===== config.mk =====
export PLATFORM = sky130hd
export DESIGN_NAME = ide_shadow_regs
export DESIGN_NICKNAME = d
export VERILOG_FILES = /design/src/rtl/ide_shadow_pkg.sv /design/src/rtl/ide_host_decode.sv /design/src/rtl/ide_dev_regs.sv /design/src/rtl/ide_read_mux.sv /design/src/rtl/ide_shadow_regs.sv
export SDC_FILE = /design/constraint.sdc
export NUM_CORES = 1
export LEC_CHECK = 0
export CAP_MARGIN = 0
export CORE_ASPECT_RATIO = 1.2
export CORE_MARGIN = 2
export CORE_UTILIZATION = 51
export DETAILED_ROUTE_END_ITERATION = 8
export PLACE_DENSITY = 0.88
export SETUP_SLACK_MARGIN = 0.1
export SYNTH_ARGS = -nofsm -noshare
export SYNTH_HDL_FRONTEND = slang
export SYNTH_HIERARCHICAL = 1
export SYNTH_SLANG_ARGS = --single-unit

===== constraint.sdc =====
create_clock -name clk -period 1.2 [get_ports clk]
set_input_delay 0.12 -clock clk [delete_from_list [all_inputs] [get_ports clk]]
set_output_delay 0.12 -clock clk [all_outputs]
set_load 0.05 [all_outputs]

===== src/rtl/ide_shadow_pkg.sv =====
package ide_shadow_pkg;
    // Two virtual drives share the task file.
    localparam int NUM_DEV = 2;
    localparam int DEV_IDX_W = 1;
    // Drive-select bit position inside the drive/head byte.
    localparam int DEV_BIT = 4;

    // Host offsets decoded by this block.
    localparam int OFS_FEAT  = 1;
    localparam int OFS_SCNT  = 2;
    localparam int OFS_DRVHD = 6;

    // Decoded host write enables.
    typedef struct packed {
        logic feat;
        logic scnt;
        logic drvhd;
    } host_we_t;

    // Which register a host read targets.
    typedef enum logic [1:0] {
        RSEL_NONE  = 2'd0,
        RSEL_ERR   = 2'd1,
        RSEL_SCO   = 2'd2,
        RSEL_DRVHD = 2'd3
    } rd_sel_e;

    function automatic rd_sel_e rd_select(input int unsigned ofs);
        case (ofs)
            OFS_FEAT:  return RSEL_ERR;
            OFS_SCNT:  return RSEL_SCO;
            OFS_DRVHD: return RSEL_DRVHD;
            default:   return RSEL_NONE;
        endcase
    endfunction
endpackage


===== src/rtl/ide_host_decode.sv =====
module ide_host_decode
    import ide_shadow_pkg::*;
#(
    parameter int ADDR_W = 3
) (
    input  logic              host_wr,
    input  logic [ADDR_W-1:0] host_addr,
    output host_we_t          we
);
    always_comb begin
        we.feat  = host_wr && (host_addr == ADDR_W'(OFS_FEAT));
        we.scnt  = host_wr && (host_addr == ADDR_W'(OFS_SCNT));
        we.drvhd = host_wr && (host_addr == ADDR_W'(OFS_DRVHD));
    end
endmodule


===== src/rtl/ide_dev_regs.sv =====
module ide_dev_regs #(
    parameter int DATA_W = 8
) (
    input  logic              clk,
    input  logic              rst,
    input  logic              host_sc_we,
    input  logic [DATA_W-1:0] host_wdata,
    input  logic              fw_err_we,
    input  logic              fw_sco_we,
    input  logic [DATA_W-1:0] fw_wdata,
    output logic [DATA_W-1:0] err_q,
    output logic [DATA_W-1:0] sco_q
);
    // Error byte: firmware only.
    always_ff @(posedge clk) begin
        if (rst)
            err_q <= '0;
        else if (fw_err_we)
            err_q <= fw_wdata;
    end

    // Sector-count-out: firmware write has priority over the host broadcast.
    always_ff @(posedge clk) begin
        if (rst)
            sco_q <= '0;
        else if (fw_sco_we)
            sco_q <= fw_wdata;
        else if (host_sc_we)
            sco_q <= host_wdata;
    end
endmodule


===== src/rtl/ide_read_mux.sv =====
module ide_read_mux
    import ide_shadow_pkg::*;
#(
    parameter int DATA_W = 8,
    parameter int ADDR_W = 3
) (
    input  logic [ADDR_W-1:0]              host_addr,
    input  logic [DATA_W-1:0]              drvhd_q,
    input  logic [NUM_DEV-1:0][DATA_W-1:0] err_q,
    input  logic [NUM_DEV-1:0][DATA_W-1:0] sco_q,
    output logic [DATA_W-1:0]              rdata
);
    logic [DEV_IDX_W-1:0] dev;
    rd_sel_e              sel;

    always_comb begin
        dev = drvhd_q[DEV_BIT];
        sel = rd_select(int'(host_addr));
        case (sel)
            RSEL_ERR:   rdata = err_q[dev];
            RSEL_SCO:   rdata = sco_q[dev];
            RSEL_DRVHD: rdata = drvhd_q;
            default:    rdata = '0;
        endcase
    end
endmodule


===== src/rtl/ide_shadow_regs.sv =====
module ide_shadow_regs
    import ide_shadow_pkg::*;
#(
    parameter int DATA_W = 8,
    parameter int ADDR_W = 3
) (
    input  logic               clk,
    input  logic               rst,
    input  logic               host_wr,
    input  logic               host_rd,
    input  logic [ADDR_W-1:0]  host_addr,
    input  logic [DATA_W-1:0]  host_wdata,
    output logic [DATA_W-1:0]  host_rdata,
    output logic               host_rvalid,
    input  logic [NUM_DEV-1:0] fw_err_we,
    input  logic [NUM_DEV-1:0] fw_sco_we,
    input  logic [DATA_W-1:0]  fw_wdata,
    output logic [DATA_W-1:0]  fw_feature,
    output logic [DATA_W-1:0]  fw_sc_in,
    output logic               fw_sc_done
);
    host_we_t                     we;
    logic [DATA_W-1:0]            drvhd_q;
    logic [NUM_DEV-1:0][DATA_W-1:0] err_q;
    logic [NUM_DEV-1:0][DATA_W-1:0] sco_q;

    ide_host_decode #(.ADDR_W(ADDR_W)) u_dec (
        .host_wr   (host_wr),
        .host_addr (host_addr),
        .we        (we)
    );

    // Host-owned command-block registers and handshake flops.
    always_ff @(posedge clk) begin
        if (rst) begin
            fw_feature  <= '0;
            fw_sc_in    <= '0;
            drvhd_q     <= '0;
            fw_sc_done  <= 1'b0;
            host_rvalid <= 1'b0;
        end else begin
            if (we.feat)  fw_feature <= host_wdata;
            if (we.scnt)  fw_sc_in   <= host_wdata;
            if (we.drvhd) drvhd_q    <= host_wdata;
            fw_sc_done  <= we.scnt;
            host_rvalid <= host_rd;
        end
    end

    // One output register set per virtual drive.
    for (genvar d = 0; d < NUM_DEV; d++) begin : g_dev
        ide_dev_regs #(.DATA_W(DATA_W)) u_dev (
            .clk        (clk),
            .rst        (rst),
            .host_sc_we (we.scnt),
            .host_wdata (host_wdata),
            .fw_err_we  (fw_err_we[d]),
            .fw_sco_we  (fw_sco_we[d]),
            .fw_wdata   (fw_wdata),
            .err_q      (err_q[d]),
            .sco_q      (sco_q[d])
        );
    end

    ide_read_mux #(.DATA_W(DATA_W), .ADDR_W(ADDR_W)) u_rmux (
        .host_addr (host_addr),
        .drvhd_q   (drvhd_q),
        .err_q     (err_q),
        .sco_q     (sco_q),
        .rdata     (host_rdata)
    );
endmodule


==> results of run 1 <==
==> through the flow <==
step,total power [mW],instance area (um^2)
final,4.82,4200
after global routing,4.97,4200
after CTS,4.70,4090
after detailed placement,2.86,3660
after global placement,2.83,3660
after floorplan,2.53,2740
==> power breakdown <==
group	leakage [nW]	internal, mW	switching, mW
clock network	0.106	1.03	0.807
registers	0.476	2.02	0.0801
logic	0.928	0.448	0.443
==> final cells by class <==
class	instances	area share (%)
multi-input combinational	168	39.7
timing repair buffer	72	25.8
sequential	58	27.7
clock buffer	15	4.67
tap	60	1.79
clock inverter	1	0.119
inverter	3	0.268
==> synth_stat cells <==
cell type	instances
and4bb_2	2
mux2_2	7
a211oi_1	16
buf_4	2
buf_2	5
nand2_1	1
dfxtp_1	58
nand2b_1	1
nor2_1	41
nor2b_1	18
inv_2	2
o22ai_1	7
and4b_1	1
o21ai_0	1
buf_1	1
clkbuf_1	2
inv_1	1
o22ai_2	1
buf_12	1
mux2i_1	71
buf_6	7
o31a_1	1
==> state kept, by name, summed over array words and instances (netlist names) <==
| signal | count |
|---|---|
| drvhd_q | 8 |
| fw_feature | 8 |
| fw_sc_done | 1 |
| fw_sc_in | 8 |
| g_dev.u_dev/err_q | 16 |
| g_dev.u_dev/sco_q | 16 |
| host_rvalid | 1 |
==> cell usage in the layout (no fill, tap or decap), types with 2 or more instances in the layout <==
cell	n
nor2b_1	18
a211oi_1	8
buf_6	2
dlygate4sd2_1	2
mux2i_1	53
clkdlybuf4s50_1	21
buf_12	35
dfxtp_1	57
buf_4	5
a211oi_2	8
o22ai_4	8
mux2i_4	15
inv_2	2
nor2_1	41
mux2i_2	3
clkbuf_8	14
mux2_4	7
buf_8	2
clkbuf_2	2
==> cell families after synthesis <==
family | Yosys count | share of synthesized area, %
flops | 58 | 44.4
compound gates | 26 | 7.28
buf+inv | 21 | 6.18
mux | 78 | 30.2
simple gates | 64 | 11.9
==> metal layers <==
metal,GRT usage (%),wire length [um]
met1,29.8,3100
met4,15.5,339
met3,9.59,590
met5,0,0
met2,49.3,4130
==> worst paths after layout <==
kind                                              start                       to  slack [ps]  depth (start not counted)
worst max register to register               drvhd_q[4]               drvhd_q[4]         140                          4
worst max-delay path                         drvhd_q[4]            host_rdata[4]        -600                          6
worst min-delay path                                rst              fw_sc_in[6]         220                          3
worst min register to register  g_dev[0].u_dev/err_q[0]  g_dev[0].u_dev/err_q[0]         500                          2
==> repair_timing <==
action,in CTS,in global routing
pin swaps,10,6
setup buffers,1,1
gates resized for setup,34,26
endpoints found under the setup margin,43,29
gates cloned,2,1
hold buffers,0,0
==> critical path, stage by stage (launching register included) <==
cell	delay, ps
dfxtp_2	360
buf_6	150
buf_8	130
o21ai_0	130
o31a_1	180
o22ai_4	210
buf_12	160
==> results.yml, run 1 <==
run:
  cap_viol_max_count: 0
floorplanning:
  die_x_um: 69.4
  core_um2: 4940
  rows: 28
  die_area_um2: 5720
  ioPinCount: 53
  initial_core_util_pct: 52.9
  die_h_um: 82.4
timing:
  fmax_ghz: 0.556
  hold_slack_ps: 224
  rsz0062_at_grt: "yes"
  worst_clock_skew_ps: 0
  worst_slew_margin_rel_pct: 73.6
  setup_tns_ps: -4370
  final-max-slew-violation-count: 0
  worst_pin_slew_ps: 395
  setup_viol: 8
  min_period_ps: 1800
  min_period_over_period_pct: 150
  hold_violations: 0
  setup_ws_ps: -598
outcome:
  status: "complete, but fails checks"
  violations: "negative setup slack"
cells_and_area:
  layoutNonFillerInstCount: 377
  seqCellArea_um2: 1160
  utilization_pct: 85.1
  diodes: 0
  n_fill_cell: 218
  fin_nets: 339
  drive_gt1_share_pct: 35.0
  area_delta_synth_final_pct: 60.8
  multi_input_area_um2: 1670
setup_path:
  path_class: "reg -> out"
  required_ps: 1080
  endpoint_kind: "output port"
  cp-start-kind: "register"
  worstPathArrival_ps: 1680
  crit_fanout: 5
cts:
  clk_latency_ps: 350
  htreeDepth: 3
  cts_sinks: 58
  numCtsBuffers: 9
  clk_pin_slew_ps: 70
  cts_tree: "built"
  cts-root-buf: "clkbuf_8"
  cts_buffer_depth: 2
drt:
  drt_first_pass_iters: 4
  drc: 0
  routedWlPerCell_um: 21.6
  routed_wl_um: 8160
  drt-initial-drc-count: 132
  vias: 2267
  drtAntennaViolNets: 0
  via_per_inst: 6.01
yosys:
  synthCells: 247
  synth.distinct_cells: 22
  yosysWarnings: 6
  syn-num-nets: 274
  netlist_area_um2: 2610
  avgSynthCellArea_um2: 10.6
  ys_ff_latch: 58
  yosysTopAreaCell: "dfxtp_1"
  yosysSeqAreaShare_pct: 44.4
  synth_top_cell_area_share_pct: 44.4
  netlist_top_cells_area: "dfxtp_1 (44%), mux2i_1 (27%), nor2_1 (5.9%)"
global_routing:
  grt_pass1_vias: 2343
  antenna_found_initial: 0
  grt_usage_pct: 28.0
  grt_max_degree: 59
  grt_pass1_wl_um: 11900
  grt-ovfl-total: 0
pwr:
  p_leak_nw: 1.51
  ir_drop_mv: 1.17
  powerDensity_nw_per_um2: 1150
placed_design:
  place_ws_ps: -450
  dpl.cell_count: 357
  place_hpwl_um: 4270
  gp_congestion: 0.857
  place.port_buffers: 52
hold_path:
  hold_path_class: "in -> reg"
Note: power is estimated with default switching activity, not from simulation.
==> inputs of run 2 (changes only) <==
--- a/config.mk
+++ b/config.mk
@@ -5,6 +5,7 @@
 export SDC_FILE = /design/constraint.sdc
 export NUM_CORES = 1
 export LEC_CHECK = 0
+export ABC_AREA = 0
 export CAP_MARGIN = 0
 export CORE_ASPECT_RATIO = 1.2
 export CORE_MARGIN = 2
==> results of run 2 <==
Same layout as run 1: the final DEF is identical, and so are final timing and power.
==> inputs of run 3 (changes only) <==
--- a/config.mk
+++ b/config.mk
@@ -9,9 +9,9 @@
 export CAP_MARGIN = 0
 export CORE_ASPECT_RATIO = 1.2
 export CORE_MARGIN = 2
-export CORE_UTILIZATION = 51
+export CORE_UTILIZATION = 40
 export DETAILED_ROUTE_END_ITERATION = 8
-export PLACE_DENSITY = 0.88
+export PLACE_DENSITY = 0.74
 export SETUP_SLACK_MARGIN = 0.1
 export SYNTH_ARGS = -nofsm -noshare
 export SYNTH_HDL_FRONTEND = slang
==> results.yml, run 3 (synthesized netlist as in run 1, its figures left out) <==
outcome:
  status: "complete, but fails checks"
  violations: "negative setup slack"
cells_and_area:
  drive_gt1_share_pct: 32.1
  stdcell_area_um2: 4220
  area_delta_synth_final_pct: 61.5
  n_fill_cell: 441
  diodes: 0
  fin_nets: 340
  layoutNonFillerInstCount: 403
  final_common_cell: "dfxtp_1"
  final_cell_mix: "dfxtp_1 (57), mux2i_1 (56), nor2_1 (41)"
  top_regs: "g_dev.u_dev/err_q x16, g_dev.u_dev/sco_q x16"
setup_path:
  crit_fanout: 5
  rr_worst_depth: 4
  endpoint_kind: "output port"
  path_class: "reg -> out"
  worstPathArrival_ps: 1580
  required_ps: 1080
  cp-start-kind: "register"
cts:
  cts_tree: "built"
  cts_buffer_depth: 2
  cts_sinks: 58
  htreeDepth: 3
  cts-root-buf: "clkbuf_8"
  clk_pin_slew_ps: 70
  numCtsBuffers: 9
  cts_hold_buf: 0
  clk_latency_ps: 330
drt:
  drtAntennaViolNets: 0
  dr_wl_met2_um: 3500
  drc: 0
  highest_layer: "met4"
  wl_met3_um: 229
  vias: 2081
  routed_wl_um: 6760
  via_per_inst: 5.16
  routedWlPerCell_um: 16.8
  met1_length_um: 2850
  drt-initial-drc-count: 87
  drt_first_pass_iters: 4
hold_path:
  hold_path_class: "in -> reg"
  min_path_cells: 3
run:
  cap_viol_max_count: 0
placed_design:
  dpl.cell_count: 383
  gp_congestion: 0.758
  place.port_buffers: 52
  place_hpwl_um: 4220
  placed_cell_area_um2: 3710
floorplanning:
  die_x_um: 77.8
  ioPinCount: 53
  die_area_um2: 7200
  core_um2: 6370
  die_h_um: 92.6
  initial_core_util_pct: 41.1
  rows: 32
pwr:
  power_switching_mw: 1.23
  p_comb_share_pct: 15.8
  powerDensity_nw_per_um2: 1260
  internal-power_mw: 4.10
  p_clk_share_pct: 45.1
  switching_share_pct: 23.1
  p_leak_nw: 1.53
  total_power_mw: 5.33
  power.share.sequential_pct: 39.1
  ir_drop_mv: 0.762
global_routing:
  grt_max_degree: 59
  grt_usage_pct: 19.9
  grt_pass1_wl_um: 11100
  grt-ovfl-total: 0
  antenna_found_initial: 0
  grt_pass1_vias: 2225
timing:
  worst_pin_slew_ps: 304
  fmax_ghz: 0.589
  setup_ws_ps: -498
  worst_clock_skew_ps: 0
  min_period_over_period_pct: 141
  worst_slew_margin_rel_pct: 79.2
  rsz0062_at_grt: "yes"
  hold_slack_ps: 240
  setup_tns_ps: -3770
  min_period_ps: 1700
  hold_violations: 0
  setup_viol: 8
  final-max-slew-violation-count: 0
run 3: final cells by class:
type                    count  area [um^2]  area share, %
multi-input cells         168         1570           37.3
flip-flops and latches     58         1160           27.5
repair buffers             73         1100           26.1
clock buffers              11          141           3.35
clock inverters             5          125           2.96
well taps                  85          106           2.52
inverters                   3         11.3          0.267
run 3: path summary, 6_finish.rpt:
kind	slack, ps	endpoint	from
min reg2reg	500	g_dev[0].u_dev/err_q[1]	g_dev[0].u_dev/err_q[1]
max reg2reg	290	drvhd_q[4]	drvhd_q[4]
min	240	fw_sc_in[7]	rst
max	-500	host_rdata[3]	drvhd_q[4]
run 3: worst max-delay path: stages (launching register included):
cell	delay, ps
dfxtp_2	340
buf_6	140
mux2_4	320
mux2i_4	180
o22ai_4	100
buf_12	160
run 3: stage by stage:
stage               utilization [%]  worst slack (ps)
finish                         66.3              -498
global route                   66.3              -576
floorplan                         -              -117
global placement               58.4              -399
CTS                            65.6              -513
detailed placement             58.4              -457
run 3: metal layers:
| layer | vias to the layer above | GRT usage [%] |
|---|---|---|
| li1 | 1006 | - |
| met1 | 1006 | 22.2 |
| met2 | 55 | 35.2 |
| met3 | 14 | 3.51 |
| met4 | 0 | 11.3 |
| met5 | - | 0 |
run 3: what timing repair did:
action                     in CTS  in global routing
pin swaps                      10                  6
cloned                          2                  0
setup endpoints to repair      48                 22
resized for setup              35                 10
buffers inserted                1                  1
run 3: power groups by stage:
stage,Clock (mW),Combinational [mW],Sequential [mW]
after floorplan,0,0.386,2.14
after global placement,0,0.746,2.10
after detailed placement,0,0.760,2.11
after CTS,2.45,0.825,2.08
after global routing,2.54,0.885,2.09
final,2.41,0.840,2.08
